===== src/rtl/pacer_pkg.sv =====
package pacer_pkg;

    localparam int unsigned DEF_PRE_W = 4;
    localparam int unsigned DEF_CNT_W = 8;
    localparam int unsigned DEF_REG_W = 16;

    // state of the external clock synchroniser and edge detector
    typedef struct packed {
        logic meta;
        logic sync;
        logic last;
        logic pulse;
    } ext_state_t;

endpackage


===== src/rtl/pacer_prescale.sv =====
module pacer_prescale #(
    parameter int unsigned PRE_W = pacer_pkg::DEF_PRE_W,
    localparam int unsigned DIV_W = (1 << PRE_W) - 1
) (
    input  logic             clk_i,
    input  logic             rst_ni,
    input  logic             restart_i,
    input  logic             tick_i,
    input  logic [PRE_W-1:0] exp_i,
    output logic             step_o
);

    typedef struct packed {
        logic [DIV_W-1:0] cnt;
    } pre_state_t;

    pre_state_t st_d, st_q;
    logic [DIV_W-1:0] mask;
    logic             at_last;

    always_comb begin
        mask    = ~({DIV_W{1'b1}} << exp_i);
        at_last = (st_q.cnt == mask);
        step_o  = tick_i & ~restart_i & at_last;
        st_d    = st_q;
        if (restart_i) begin
            st_d.cnt = '0;
        end else if (tick_i) begin
            st_d.cnt = at_last ? '0 : st_q.cnt + 1'b1;
        end
    end

    always_ff @(posedge clk_i) begin
        if (!rst_ni) begin
            st_q <= '0;
        end else begin
            st_q <= st_d;
        end
    end

endmodule


===== src/rtl/pacer_count.sv =====
module pacer_count #(
    parameter int unsigned CNT_W = pacer_pkg::DEF_CNT_W,
    localparam int unsigned LAST = (1 << CNT_W) - 2
) (
    input  logic             clk_i,
    input  logic             rst_ni,
    input  logic             restart_i,
    input  logic             step_i,
    input  logic [CNT_W-1:0] load_i,
    output logic             pulse_o
);

    typedef struct packed {
        logic [CNT_W-1:0] cnt;
        logic             pulse;
    } cnt_state_t;

    cnt_state_t st_d, st_q;

    always_comb begin
        st_d       = st_q;
        st_d.pulse = 1'b0;
        if (restart_i) begin
            st_d.cnt = load_i;
        end else if (step_i) begin
            // the step that would carry the count to all ones ends the period
            if (st_q.cnt >= CNT_W'(LAST)) begin
                st_d.cnt   = load_i;
                st_d.pulse = 1'b1;
            end else begin
                st_d.cnt = st_q.cnt + 1'b1;
            end
        end
    end

    always_ff @(posedge clk_i) begin
        if (!rst_ni) begin
            st_q <= '0;
        end else begin
            st_q <= st_d;
        end
    end

    assign pulse_o = st_q.pulse;

endmodule


===== src/rtl/pacer_extsync.sv =====
module pacer_extsync (
    input  logic clk_i,
    input  logic rst_ni,
    input  logic ext_i,
    input  logic gate_i,
    output logic pulse_o
);

    import pacer_pkg::*;

    ext_state_t st_d, st_q;

    always_comb begin
        st_d.meta  = ext_i;
        st_d.sync  = st_q.meta;
        st_d.last  = st_q.sync;
        st_d.pulse = gate_i & st_q.sync & ~st_q.last;
    end

    always_ff @(posedge clk_i) begin
        if (!rst_ni) begin
            st_q <= '0;
        end else begin
            st_q <= st_d;
        end
    end

    assign pulse_o = st_q.pulse;

endmodule


===== src/rtl/pacer_timer.sv =====
module pacer_timer #(
    parameter int unsigned PRE_W = pacer_pkg::DEF_PRE_W,
    parameter int unsigned CNT_W = pacer_pkg::DEF_CNT_W,
    parameter int unsigned REG_W = pacer_pkg::DEF_REG_W,
    localparam int unsigned FIELD_W = PRE_W + CNT_W,
    localparam int unsigned FILL_W = REG_W - FIELD_W
) (
    input  logic               clk_i,
    input  logic               rst_ni,
    input  logic               tick_i,
    input  logic               wr_en_i,
    input  logic [FIELD_W-1:0] wr_data_i,
    input  logic               run_i,
    input  logic               ext_sel_i,
    input  logic               ext_clk_i,
    output logic               pulse_o,
    output logic [REG_W-1:0]   rd_data_o
);

    typedef struct packed {
        logic [PRE_W-1:0] pre;
        logic [CNT_W-1:0] low;
    } setting_t;

    setting_t set_d, set_q;
    logic             restart;
    logic             step;
    logic [CNT_W-1:0] load;
    logic             int_pulse;
    logic             ext_pulse;

    always_comb begin
        set_d = set_q;
        if (wr_en_i) begin
            set_d = setting_t'(wr_data_i);
        end
        restart = wr_en_i | ~run_i | ext_sel_i;
        load    = wr_en_i ? wr_data_i[CNT_W-1:0] : set_q.low;
    end

    always_ff @(posedge clk_i) begin
        if (!rst_ni) begin
            set_q <= '0;
        end else begin
            set_q <= set_d;
        end
    end

    pacer_prescale #(.PRE_W(PRE_W)) u_pre (
        .clk_i     (clk_i),
        .rst_ni    (rst_ni),
        .restart_i (restart),
        .tick_i    (tick_i),
        .exp_i     (set_q.pre),
        .step_o    (step)
    );

    pacer_count #(.CNT_W(CNT_W)) u_cnt (
        .clk_i     (clk_i),
        .rst_ni    (rst_ni),
        .restart_i (restart),
        .step_i    (step),
        .load_i    (load),
        .pulse_o   (int_pulse)
    );

    pacer_extsync u_ext (
        .clk_i   (clk_i),
        .rst_ni  (rst_ni),
        .ext_i   (ext_clk_i),
        .gate_i  (run_i & ext_sel_i),
        .pulse_o (ext_pulse)
    );

    assign pulse_o   = int_pulse | ext_pulse;
    assign rd_data_o = {{FILL_W{1'b1}}, set_q};

endmodule


===== config.mk =====
export PLATFORM = sky130hd
export DESIGN_NAME = pacer_timer
export DESIGN_NICKNAME = d
export VERILOG_FILES = /design/src/rtl/pacer_pkg.sv /design/src/rtl/pacer_prescale.sv /design/src/rtl/pacer_count.sv /design/src/rtl/pacer_extsync.sv /design/src/rtl/pacer_timer.sv
export SDC_FILE = /design/constraint.sdc
export NUM_CORES = 1
export LEC_CHECK = 0
export BUFFER_PORTS_ARGS = -buffer_cell sky130_fd_sc_hd__buf_2
export CAP_MARGIN = 20
export CORE_MARGIN = 2
export CORE_UTILIZATION = 52
export CTS_BUF_LIST = sky130_fd_sc_hd__clkbuf_2 sky130_fd_sc_hd__clkbuf_4 sky130_fd_sc_hd__clkbuf_8
export DETAILED_ROUTE_END_ITERATION = 16
export GPL_TIMING_DRIVEN = 0
export PLACE_DENSITY = 0.76
export REMOVE_ABC_BUFFERS = 1
export SKIP_CTS_REPAIR_TIMING = 1
export SYNTH_ARGS = -nofsm -noshare
export SYNTH_HDL_FRONTEND = slang
export SYNTH_SLANG_ARGS = --single-unit

===== constraint.sdc =====
create_clock -name clk_i -period 3.68 [get_ports clk_i]
set_input_delay 0.368 -clock clk_i [delete_from_list [all_inputs] [get_ports clk_i]]
set_output_delay 0.368 -clock clk_i [all_outputs]
set_load 0.1 [all_outputs]

==> metrics.txt <==
fraction of final layout cells sized beyond drive strength 1=17.7%; I/O pin count=36; CTS Buf Count=5; clock sink total=40; GP Congestion=0.793; Final Routed Wirelength=4180 µm; Final TNS setup=0 ns; Max-slew headroom=35.7%; initial antenna violation count=0; H-tree depth=2; fin worst setup slack=0.899 ns; overall global routing resource usage=19.2%; Clock Tree Buf Depth=2; largest voltage drop on the vdd net=0.323 mV; DIE AREA=4710 µm²; CTS tree=built; WL per Instance=13.2 µm; Post-Syn Area per Cell=9.06 µm²; starting utilization of the core area=54.4%; Worst Tran Pin Value=0.959 ns; Final Non-Filler Cells=316; areal power density over the cells=418 nW/µm²; beginning of the worst hold path=ext_clk_i; Pre-antenna DRT Iters=4; setup violators final=0; fin. max-slew vios=0; number of endpoints with negative hold slack in the final report=0; RSZ-0062 raised after global routing=false; chip width=68.7 µm; maximum fanout along the worst path=22; primary flip-flop cell chosen by synthesis mapping=sky130_fd_sc_hd__dfxtp_1; wire length of the first global-routing pass=6960 µm; # rows=23; depth of the worst hold-timing path=2; Port-buffer cells=31; total number of vias=1,772; CP startpoint=rd_data_o[11]$_SDFFE_PN0P_; total instance count after detailed placement=308; estimated wirelength of the detail-placed design=2920 µm; Synth-to-Final Area Change=11.9%; post-synthesis register bit count=40; post-route design area=2430 µm²; Reg2Reg Setup Slack=0.90 ns; launch instance of the worst register-to-register path=rd_data_o[11]$_SDFFE_PN0P_; Final Net Count=287; gate count of the mapped netlist=240; DRC violation count after routing=0; number of vias per cell=5.61; arrival time at the worst endpoint=2.92 ns; cell leakage power=1.05 nW; path class of the lowest-slack min-delay path=primary input to flip-flop; worst clock skew=0.00539 ns; clock insertion delay at the later pin of the skew report=0.29 ns; reg2reg end=u_pre.st_q[9]$_SDFFE_PP0P_; largest net degree at the start of global routing=23; number of distinct standard cells referenced by the synthesized netlist=47; minimum period implied by the final worst setup slack=2.78 ns; Synth warnings=0; number of cells on the worst reg-to-reg path=6; share of synthesized area occupied by flip-flops and latches=36.8%; final antenna diode count=0; Worst Path Required=3.82 ns; number of maximum-capacitance constraint violations=0; final worst path period share=75.6%; crit path capture type=flip-flop; Clock Root Buffer=sky130_fd_sc_hd__clkbuf_8; worst setup slack after placement=0.869 ns; Iteration-0 DRC Markers=109; cell area after placement=2310 µm²; die outline height=68.7 µm; status=complete, no violations; clock edge transition at the registers on the reported setup and hold paths=0.08 ns; final global-route overflow total=0; number of enable flip-flop cells after synthesis=0; Max Freq=360 MHz; worst setup path category=flip-flop to flip-flop; Std-Cell Core Area=4000 µm²; post-route antenna net violation count=0; kind of launch point of the worst setup path=flip-flop; ys async rst share=0%; netlist area before placement=2170 µm²; endpoint with the worst hold slack=u_ext.st_d[2]$_SDFF_PN0_; via count of the first global-routing pass=1,496
power by group:
part | leakage [nW] | total [mW] | internal [mW] | switching, mW
Sequential | 0.327 | 0.469 | 0.448 | 0.0217
Clock | 0.0614 | 0.376 | 0.222 | 0.154
Combinational | 0.661 | 0.172 | 0.0492 | 0.123
Total | 1.05 | 1.02 | 0.719 | 0.299
metrics by stage:
step / hold WS (ns) / power [mW] / utilization [%]
floorplan: 0.367 / 0.613 / -
global placement: 0.373 / 0.650 / 57.8
detailed placement: 0.386 / 0.652 / 57.8
CTS: 0.278 / 1.02 / 60.8
global route: 0.285 / 1.06 / 60.8
finish: 0.281 / 1.02 / 60.8
synthesized netlist by cell type (4+ instances only):
master                     instances  share of area [%]
sky130_fd_sc_hd__a221o_1           8                3.7
sky130_fd_sc_hd__and2_1            5                1.4
sky130_fd_sc_hd__and3_1            6                1.7
sky130_fd_sc_hd__buf_2             5                1.2
sky130_fd_sc_hd__buf_4             5                1.7
sky130_fd_sc_hd__clkbuf_1          4               0.69
sky130_fd_sc_hd__dfxtp_1          40                 37
sky130_fd_sc_hd__mux2i_1          19                8.7
sky130_fd_sc_hd__nand2_1          14                2.4
sky130_fd_sc_hd__nand3_1          10                2.3
sky130_fd_sc_hd__nand4_1          12                3.5
sky130_fd_sc_hd__nand4b_1          5                2.0
sky130_fd_sc_hd__nor2_1           30                5.2
sky130_fd_sc_hd__nor2b_1          12                3.5
sky130_fd_sc_hd__xnor2_1           6                2.4
sky130_fd_sc_hd__xor2_1           18                7.2
final cells by class:
cell class              instances  area (µm²)
clock inverters                 2        38.8
clock buffers                   6        82.6
inverters                       2        7.51
flip-flops and latches         40         801
fillers                       331        1570
multi-input cells             185        1280
well taps                      50        62.6
repair buffers                 31         155
cells in the final DEF, fill, tap and decap left out, types with 2 or more instances in the layout:
cell	Yosys	routed
sky130_fd_sc_hd__xor2_1	18	18
sky130_fd_sc_hd__nand4b_1	5	5
sky130_fd_sc_hd__a221o_1	8	8
sky130_fd_sc_hd__and3_1	6	6
sky130_fd_sc_hd__xnor2_1	6	6
sky130_fd_sc_hd__or3_1	2	2
sky130_fd_sc_hd__and4_1	2	2
sky130_fd_sc_hd__nor3_1	3	3
sky130_fd_sc_hd__or4_1	2	2
sky130_fd_sc_hd__ha_1	3	3
sky130_fd_sc_hd__dfxtp_1	40	40
sky130_fd_sc_hd__nand3_1	10	10
sky130_fd_sc_hd__o211ai_1	2	2
sky130_fd_sc_hd__nand4_1	12	12
sky130_fd_sc_hd__a31oi_1	2	2
sky130_fd_sc_hd__and2_1	5	5
sky130_fd_sc_hd__nor2_1	30	30
sky130_fd_sc_hd__clkbuf_8	0	6
sky130_fd_sc_hd__nand2_1	14	14
sky130_fd_sc_hd__inv_1	2	2
sky130_fd_sc_hd__nor2b_1	12	12
sky130_fd_sc_hd__conb_1	1	4
sky130_fd_sc_hd__buf_2	5	31
sky130_fd_sc_hd__mux2i_1	19	19
worst max-delay path, stage by stage, from the launching register on:
cell,delay [ns]
sky130_fd_sc_hd__dfxtp_1,0.80
sky130_fd_sc_hd__o211ai_1,0.20
sky130_fd_sc_hd__xor2_1,0.17
sky130_fd_sc_hd__nand3_1,0.10
sky130_fd_sc_hd__or3_4,0.42
sky130_fd_sc_hd__o31ai_2,0.82
sky130_fd_sc_hd__nor2_1,0.12
how the worst max path moves through the flow:
stage                                        endpoint
final                      u_pre.st_q[9]$_SDFFE_PP0P_
after detailed placement   u_pre.st_q[7]$_SDFFE_PP0P_
after global routing      u_pre.st_q[14]$_SDFFE_PP0P_
after global placement    u_pre.st_q[12]$_SDFFE_PP0P_
after CTS                  u_pre.st_q[9]$_SDFFE_PP0P_
after floorplan            u_pre.st_q[0]$_SDFFE_PP0P_
sequential cells by signal (all words and copies together), names as in the netlist:
register,count
u_pre.st_q,15
rd_data_o,12
u_cnt.st_q,8
u_ext.st_d,2
u_cnt.pulse_o,1
u_ext.pulse_o,1
u_ext.st_q,1
kinds of logic after synthesis:
group / count (synthesis) / share of synthesized area [%]
AO/OA/AOI/OAI: 24 / 9.72
XOR/XNOR: 24 / 9.67
adder cells (fa/ha/maj): 3 / 1.73
buffers and inverters: 18 / 4.60
flip-flops: 40 / 36.8
multiplexers: 20 / 9.26
other: 1 / 0.172
AND/OR/NAND/NOR: 110 / 28.0
layer usage:
layer	wire length (µm)	vias up	track usage [%]
li1	-	898	-
met1	2030	817	27.4
met2	1880	52	29.3
met3	234	5	3.57
met4	46	0	5.75
met5	0	-	0
No activity file was read; power rests on OpenSTA's default activity.
